### src/rtl/tlb_reg_ctrl.sv
module tlb_reg_ctrl #(
  parameter int DW       = 32,
  parameter int IDX_BITS = 8,
  parameter int TID_BITS = 8,
  parameter int RN_BITS  = 3,
  parameter logic [31:0] VPN_MASK = 32'hFFFF_FC00
) (
  input  logic                clk,
  input  logic                rst_n,
  input  logic [1:0]          mmu_mode,
  input  logic [1:0]          acc_lvl,
  input  logic                rd_en,
  input  logic                wr_en,
  input  logic [RN_BITS-1:0]  reg_num,
  input  logic                ext,
  input  logic [DW-1:0]       wdata,
  output logic [DW-1:0]       rd_data,
  output logic [IDX_BITS-1:0] ent_idx,
  input  logic [DW-1:0]       ent_rd_tag,
  input  logic [2*DW-1:0]     ent_rd_lo,
  input  logic [TID_BITS-1:0] ent_rd_tid,
  output logic                ent_we_tag,
  output logic                ent_we_lo,
  output logic                ent_we_up,
  output logic [DW-1:0]       ent_wdata,
  output logic [TID_BITS-1:0] ent_wtid,
  output logic                srch_req,
  output logic [DW-1:0]       srch_vpn,
  input  logic                srch_hit,
  input  logic [IDX_BITS-1:0] srch_idx,
  output logic [TID_BITS-1:0] pid_o,
  output logic [DW-1:0]       zone_o
);
  localparam logic [RN_BITS-1:0] RN_LO  = RN_BITS'(0);
  localparam logic [RN_BITS-1:0] RN_HI  = RN_BITS'(1);
  localparam logic [RN_BITS-1:0] RN_PID = RN_BITS'(2);
  localparam logic [RN_BITS-1:0] RN_ZPR = RN_BITS'(3);
  localparam logic [RN_BITS-1:0] RN_IDX = RN_BITS'(4);
  localparam logic [RN_BITS-1:0] RN_SX  = RN_BITS'(5);
  localparam int MSB = DW - 1;

  logic [DW-1:0] idx_q, pid_q, zpr_q;

  logic mmu_on, go, rd_priv, wr_priv;
  assign mmu_on  = (mmu_mode >= 2'd2) && (acc_lvl != 2'd0);
  assign go      = mmu_on && (!ext || reg_num == RN_LO);
  assign rd_priv = acc_lvl[0];
  assign wr_priv = acc_lvl[1];

  logic wr_go, pid_wr, zpr_wr, idx_wr, tid_load;
  assign wr_go    = wr_en && go;
  assign pid_wr   = wr_go && reg_num == RN_PID && wr_priv;
  assign zpr_wr   = wr_go && reg_num == RN_ZPR && wr_priv;
  assign idx_wr   = wr_go && reg_num == RN_IDX;
  assign tid_load = rd_en && go && reg_num == RN_HI && rd_priv;

  assign ent_we_tag = wr_go && reg_num == RN_HI;
  assign ent_we_lo  = wr_go && reg_num == RN_LO && !ext;
  assign ent_we_up  = wr_go && reg_num == RN_LO && ext;
  assign ent_wdata  = wdata;
  assign ent_wtid   = pid_q[TID_BITS-1:0];
  assign srch_req   = wr_go && reg_num == RN_SX && wr_priv;
  assign srch_vpn   = wdata & VPN_MASK;

  assign ent_idx = idx_q[IDX_BITS-1:0];
  assign pid_o   = pid_q[TID_BITS-1:0];
  assign zone_o  = zpr_q;

  always_comb begin
    rd_data = '0;
    if (go) begin
      case (reg_num)
        RN_LO:   if (rd_priv) rd_data = ext ? ent_rd_lo[2*DW-1:DW] : ent_rd_lo[DW-1:0];
        RN_HI:   if (rd_priv) rd_data = ent_rd_tag;
        RN_PID:  if (rd_priv) rd_data = pid_q;
        RN_ZPR:  if (rd_priv) rd_data = zpr_q;
        RN_IDX:  rd_data = idx_q;
        default: rd_data = '0;
      endcase
    end
  end

  always_ff @(posedge clk) begin
    if (!rst_n) begin
      idx_q <= '0;
      pid_q <= '0;
      zpr_q <= '0;
    end else begin
      if (idx_wr)
        idx_q <= {idx_q[MSB], wdata[MSB-1:0]};
      else if (srch_req)
        idx_q <= srch_hit ? DW'(srch_idx) : (idx_q | (DW'(1) << MSB));
      if (pid_wr)
        pid_q <= wdata;
      else if (tid_load)
        pid_q <= DW'(ent_rd_tid);
      if (zpr_wr)
        zpr_q <= wdata;
    end
  end
endmodule

### config.mk
export PLATFORM = sky130hd
export DESIGN_NAME = tlb_reg_ctrl
export DESIGN_NICKNAME = d
export VERILOG_FILES = /design/src/rtl/tlb_reg_ctrl.sv
export SDC_FILE = /design/constraint.sdc
export NUM_CORES = 1
export LEC_CHECK = 0
export ABC_AREA = 1
export BUFFER_PORTS_ARGS = -buffer_cell sky130_fd_sc_hd__buf_2
export CAP_MARGIN = 10
export CORE_MARGIN = 3
export CORE_UTILIZATION = 40
export CTS_BUF_LIST = sky130_fd_sc_hd__clkbuf_2
export DETAILED_ROUTE_END_ITERATION = 7
export PLACE_DENSITY_LB_ADDON = 0.2
export SYNTH_ARGS = -nofsm -noshare
export SYNTH_HDL_FRONTEND = slang
export SYNTH_SLANG_ARGS = --single-unit
### constraint.sdc
create_clock -name clk -period 2.9 [get_ports clk]
set_clock_uncertainty 0.2 [all_clocks]
set_input_delay 0 -clock clk [delete_from_list [all_inputs] [get_ports clk]]
set_output_delay 0 -clock clk [all_outputs]
set_load 0.1 [all_outputs]
==> key figures, run 1 <==
Synth
  • Multiplexer share of the synthesized area: 0%
  • Yosys reg bits: 96
  • Top FF cell, synth: dfxtp_1
  • Asr flop ratio synth: 0%
  • Yosys synthesis warning count: 0
  • Sequential area share after synthesis: 31.3%
  • Post-Synth Adder-Cell Area: 0%
  • Post-Syn Area: around 6100 µm²
  • Distinct cells, synth: 25
  • Compound-Gate Fraction of Synth Area: 12.0%
  • Cells after synthesis: 995
  • Synth Area in Simple Gates: ~39%
  • Post-Synth XOR/XNOR Area: 0%
  • Syn Area/Cell: between 6 and 7 µm²
  • Largest family of logic cells by synthesized area: simple AND/OR/NAND/NOR gates
  • Count of flip-flops with a built-in enable after synthesis: 0

Place
  • I/O Buffers: 301
  • DP Area: 7670 µm²
  • Post-Place Worst Slack: 0.692 ns
  • Post-DP HPWL: 15800 µm
  • Placer Congestion: approximately 0.85

Critical path
  • Data arrival, critical path: about 3.2 ns
  • Worst Setup Path Type: primary input to register
  • Required @ worst endpoint: 3.23 ns
  • Top Family by Delay on Critical Path: buffers and inverters
  • Most frequent cell on the critical path: dlygate4sd3_1
  • Crit. End Element: register
  • R2R Path Start: pid_q[17]
  • Critical R2R Capture: pid_q[17]
  • Critical-path cell with the highest stage delay: dlygate4sd3_1
  • Reg2Reg Depth: 3
  • Critical Path Start Type: primary input
  • Crit path from: acc_lvl[0]
  • R2R Setup Slk: 1.41 ns
  • CP endpoint: pid_q[17]
  • Crit-path cells: dlygate4sd3_1, buf_2, buf_6, o21ai_0, dlygate4sd3_1, a21oi_2, nand2_1, buf_4, nand3_1, a21oi_1, dlygate4sd3_1
  • Crit path buffers/inverters: 6
  • Max incr delay on CP: 0.63 ns
  • Max FO, Critical Path: 47
  • Crit. path cell count: 11

Pwr
  • VDD IR max: 239 µV
  • PD cells: 344 nW/µm²
  • Leakage: 4.33 nW

Global routing
  • Largest net degree at the start of global routing: 55
  • GRT Util Overall: ~29%
  • Gr busiest metal: met2
  • Overflow after GRT: 0
  • Met1 Usage GRT: between 30 and 40%
  • Met3 Resource Use GR: 4.79%
  • Vias in the first global route: 7434
  • Global-route wire length before repair: 38100 µm
  • Initial antenna violation count: 2
  • Global Route met2 Usage: 51.5%

Clock tree
  • Clk_lat worst skew: ~0.57 ns
  • H-tree lvl count: 3
  • Clk slew on worst S/H paths: 0.28 ns
  • Setup bufs post-CTS: 0
  • Clk buf depth: 2
  • Root buffer cell: clkbuf_2
  • CTS buffer count: 9
  • TritonCTS clock tree: yes
  • # clock sinks: 96

Timing
  • Hold WS: 0.0493 ns
  • Min Clock Period, post-route: 2.90 ns
  • Slew HR: between 20 and 30%
  • Fin. max-slew vios: 0
  • Final worst slack: -0.00443 ns
  • Max Freq: 344 MHz
  • Period utilization: 100%
  • Worst-Margin Slew: 1.05 ns
  • Final setup fails: 1
  • Fin. Hold Viols: 0

Detailed routing
  • DRC: 0
  • Drt first pass iters: 5
  • DR iter-0 viols: 637
  • Final wirelength: roughly 26000 µm
  • Vias: 7798
  • Wirelength per Cell: 17.2 µm
  • ANT nets after route: 0
  • Via density per instance: 5.22

Finish
  • Multi-input logic area: 3210 µm²
  • Final instance area: 9060 µm²
  • Most frequent cells in the layout: nand2_1, buf_2, dlygate4sd3_1, nand3_1, nor2_1
  • Commonest non-fill, non-tap cell in the layout: nand2_1
  • Share of cells above drive strength 1: 27.1%
  • Fill cells: 1421
  • Area added between synthesis and finish: 47.6%
  • Final nets: 1463
  • Register Area: 1920 µm²

Min path
  • Worst hold path type: primary input to register

Die
  • Row cnt: 44
  • Io pins: between 300 and 400
  • Core ar.: ~15000 µm²
  • Initial core utilization: between 40% and 50%
  • Die Y: between 100 and 150 µm
  • Die Span X: about 130 µm
  • Die area: 16900 µm²

Flow run
  • Max-cap violations: 0

Outcome
  • Status: finished with violations
  • Failing checks: negative setup slack
state kept, by name, summed over array words and instances, names as in the netlist:
name and count:
idx_q 32, pid_q 32, zone_o 32
area by class of cell:
class	instances	share of cell area (%)
Multi-Input combinational cell	723	35.4
Sequential cell	96	21.2
Timing Repair Buffer	447	38.1
Clock inverter	6	0.939
Inverter	29	1.23
Clock buffer	9	0.497
Tap cell	184	2.54
Antenna cell	1	0.0276
worst min-delay path by stage:
stage	slack [ns]	cells after the start	startpoint	end
after detailed placement	0.1	3	wdata[8]	idx_q[8]
after global routing	0.04	4	wdata[11]	zone_o[11]
final	0.05	4	wdata[12]	pid_q[12]
after floorplan	-0.07	2	rst_n	pid_q[6]
after CTS	0.001	4	wdata[11]	zone_o[11]
after global placement	0.09	3	wdata[20]	idx_q[20]
layer usage:
layer	wire, µm	vias up
li1	-	3757
met1	10100	3590
met2	13000	397
met3	2010	52
met4	661	2
met5	7	-
cell families (layout without fill, tap and decap cells):
group	after synthesis	after routing
DFF	96	96
buffers and inverters	185	491
and+or+nand+nor	576	576
AOI/OAI and AO/OA	137	137
other	1	11
power by group:
group          internal, mW  total (mW)  leakage [nW]  switching, mW
registers              1.33        1.34         0.774        0.00631
clock network         0.277       0.760        0.0754          0.483
logic                 0.281        1.02          3.48          0.738
total                  1.89        3.12          4.33           1.23
worst min-delay path, cell delays in order:
cell and delay (ns):
dlygate4sd3_1 0.53, buf_2 0.15, nand3_1 0.08, a21oi_1 0.06
cells in the mapped netlist (2+ instances only):
cell type	n	share of area [%]
a22oi_1	19	2.3
clkbuf_1	42	2.6
buf_2	17	1.4
nand4_1	21	2.1
inv_1	22	1.3
inv_2	5	0.31
o21ai_0	41	3.3
buf_4	93	11
nand2_1	307	19
o21ai_1	8	0.65
nor2_1	116	7.1
nand2_2	3	0.31
buf_1	4	0.24
dfxtp_1	96	31
nand3_1	123	10
nor2_4	2	0.37
a21oi_1	68	5.5
timing repair:
action	CTS	global route
resized for setup	0	4
endpoints found under the hold margin	96	7
setup endpoints to repair	0	22
hold buffers	122	3
metrics by stage:
step | setup TNS [ns] | power, mW | cells | utilization (%)
global route | -0.0866 | 3.22 | 1495 | 61.4
floorplan | 0 | 2.05 | 1004 | -
finish | -0.00443 | 3.12 | 1495 | 61.4
global placement | 0 | 2.26 | 1355 | 52.0
detailed placement | 0 | 2.26 | 1355 | 52.0
CTS | 0 | 3.11 | 1492 | 61.2
No activity file was read; power rests on OpenSTA's default activity.
==> run 2: changes to the inputs <==
- TNS_END_PERCENT: unset -> 5
==> key figures, run 2 (same netlist as run 1, synthesis figures left out) <==
Place
  • Placed cell count: 1355 (unchanged)
  • DP Area: 7670 µm² (unchanged)
  • Placer Congestion: 0.852 (unchanged)
  • I/O Buffers: 301 (unchanged)
  • Post-DP HPWL: 15800 µm (unchanged)

Die
  • Io pins: 313 (unchanged)
  • Die Y: 130 µm (unchanged)
  • Core ar.: 14800 µm² (unchanged)
  • Die Span X: 130 µm (unchanged)
  • Die area: 16900 µm² (unchanged)
  • Initial core utilization: 41.6% (unchanged)
  • Row cnt: 44 (unchanged)

Timing
  • Final worst slack: -0.0146 ns (-0.0102 ns)
  • Fin. Hold Viols: 0 (unchanged)
  • Worst-Margin Slew: 1.04 ns (-0.0145 ns)
  • Hold WS: 0.0440 ns (-0.00532 ns)
  • Min Clock Period, post-route: 2.91 ns (+0.0102 ns)
  • Slew HR: 30.9% (+0.97 points)
  • Setup TNS: -0.0146 ns (-0.0102 ns)
  • RSZ-0062 raised after global routing: yes
  • Max Freq: 343 MHz (-0.35%)
  • Final setup fails: 1 (unchanged)
  • Period utilization: 101% (+0.35 points)
  • Fin. max-slew vios: 0 (unchanged)

Global routing
  • Vias in the first global route: 7434 (unchanged)
  • GRT Util Overall: 28.8% (unchanged)
  • Initial antenna violation count: 2 (unchanged)
  • Overflow after GRT: 0 (unchanged)
  • Global-route wire length before repair: 38100 µm (unchanged)
  • Largest net degree at the start of global routing: 55 (unchanged)

Pwr
  • PD cells: 345 nW/µm² (+0.21%)
  • Leakage: 4.32 nW (-0.21%)
  • VDD IR max: 237 µV (-0.43%)

Critical path
  • Worst Setup Path Type: primary input to register
  • R2R Setup Slk: 1.43 ns (+0.02 ns)
  • Max FO, Critical Path: 13 (-72%)
  • Critical Path Start Type: primary input
  • Data arrival, critical path: 3.28 ns (+0.05 ns)
  • Required @ worst endpoint: 3.26 ns (+0.03 ns)
  • Crit. End Element: register

Detailed routing
  • Wirelength per Cell: 17.1 µm (-0.58%)
  • Via density per instance: 5.25 (+0.63%)
  • DRC: 0 (unchanged)
  • Final wirelength: 25600 µm (-0.71%)
  • Vias: 7837 (+0.50%)
  • DR iter-0 viols: 548 (-14%)
  • Drt first pass iters: 8 (+3)
  • ANT nets after route: 0 (unchanged)

Min path
  • Worst hold path type: primary input to register

Clock tree
  • Clk buf depth: 2 (unchanged)
  • H-tree lvl count: 3 (unchanged)
  • TritonCTS clock tree: yes
  • # clock sinks: 96 (unchanged)
  • Clk slew on worst S/H paths: 0.28 ns (about the same)
  • Root buffer cell: clkbuf_2
  • CTS buffer count: 9 (unchanged)
  • Clk_lat worst skew: 0.58 ns (about the same)

Flow run
  • Max-cap violations: 0 (unchanged)

Finish
  • Final instance area: 9040 µm² (-0.26%)
  • Area added between synthesis and finish: 47.3%
  • Most frequent cells in the layout: nand2_1, buf_2, nand3_1, dlygate4sd3_1, nor2_1
  • Final std cells w/o fill: 1493 (-0.13%)
  • Fill cells: 1420 (-0.070%)
  • Final nets: 1461 (-0.14%)
  • Commonest non-fill, non-tap cell in the layout: nand2_1
  • Share of cells above drive strength 1: 27.1% (+0.041 points)

Outcome
  • Failing checks: negative setup slack
  • Status: finished with violations
==> run 2: cell types whose count changed in the layout (fill, tap and decap cells not counted), sizes merged <==
| cell | previous run | this run |
|---|---|---|
| dlygate4sd3 | 124 | 122 |
==> run 2: worst max-delay path, stage by stage <==
cell and delay (ns):
dlygate4sd3_1 0.53, buf_2 0.12, inv_1 0.05, nor2_2 0.16, nand2_2 0.10, nor2_4 0.12, dlygate4sd3_1 0.59, buf_4 0.22
nand3_1 0.08, dlygate4sd3_1 0.58, a21oi_1 0.14, dlygate4sd3_1 0.58
==> run 2: routing by layer <==
| layer | GRT usage [%] | vias up | routed length, µm | part of all wire, % |
|---|---|---|---|---|
| met3 | 4.79 | 66 | 1980 | 7.7 |
| li1 | - | 3753 | - | - |
| met2 | 51.5 | 409 | 12800 | 50 |
| met5 | 0 | - | 7 | 0.027 |
| met4 | 11.5 | 2 | 745 | 2.9 |
| met1 | 34.2 | 3607 | 10100 | 39 |
==> run 2: layout make-up <==
cell class | count | area, µm² | share of cell area [%]
Clock inverter | 6 | 85.1 | 0.941
Inverter | 29 | 111 | 1.23
Timing Repair Buffer | 445 | 3430 | 38.0
Sequential cell | 96 | 1920 | 21.3
Multi-Input combinational cell | 723 | 3210 | 35.5
Tap cell | 184 | 230 | 2.55
Antenna cell | 1 | 2.50 | 0.0277
Clock buffer | 9 | 45.0 | 0.498
==> run 2: path summary, 6_finish.rpt <==
kind	startpoint	to	cells past startpoint
setup / recovery	mmu_mode[1]	pid_q[17]	12
hold / removal	wdata[12]	pid_q[12]	4
setup reg to reg	pid_q[17]	pid_q[17]	3
hold reg to reg	idx_q[10]	idx_q[10]	2
==> run 2: through the flow <==
step	util (%)	power [mW]	setup slack (ns)
CTS	61.2	3.11	0.0952
floorplan	-	2.05	0.0107
global route	61.3	3.22	-0.0616
detailed placement	52.0	2.26	0.692
finish	61.3	3.12	-0.0146
global placement	52.0	2.26	0.749
==> run 2: what timing repair did <==
item,4_1_cts,5_1_grt
resized for setup,0,3
buffers inserted,0,0
hold endpoints to repair,96,0
endpoints found under the setup margin,0,22
hold buffers,122,0
==> run 2: power breakdown <==
group	leakage, nW	switching, mW	internal, mW
clock	0.0754	0.486	0.277
combinational	3.47	0.736	0.279
sequential	0.774	0.00633	1.33
total	4.32	1.23	1.89
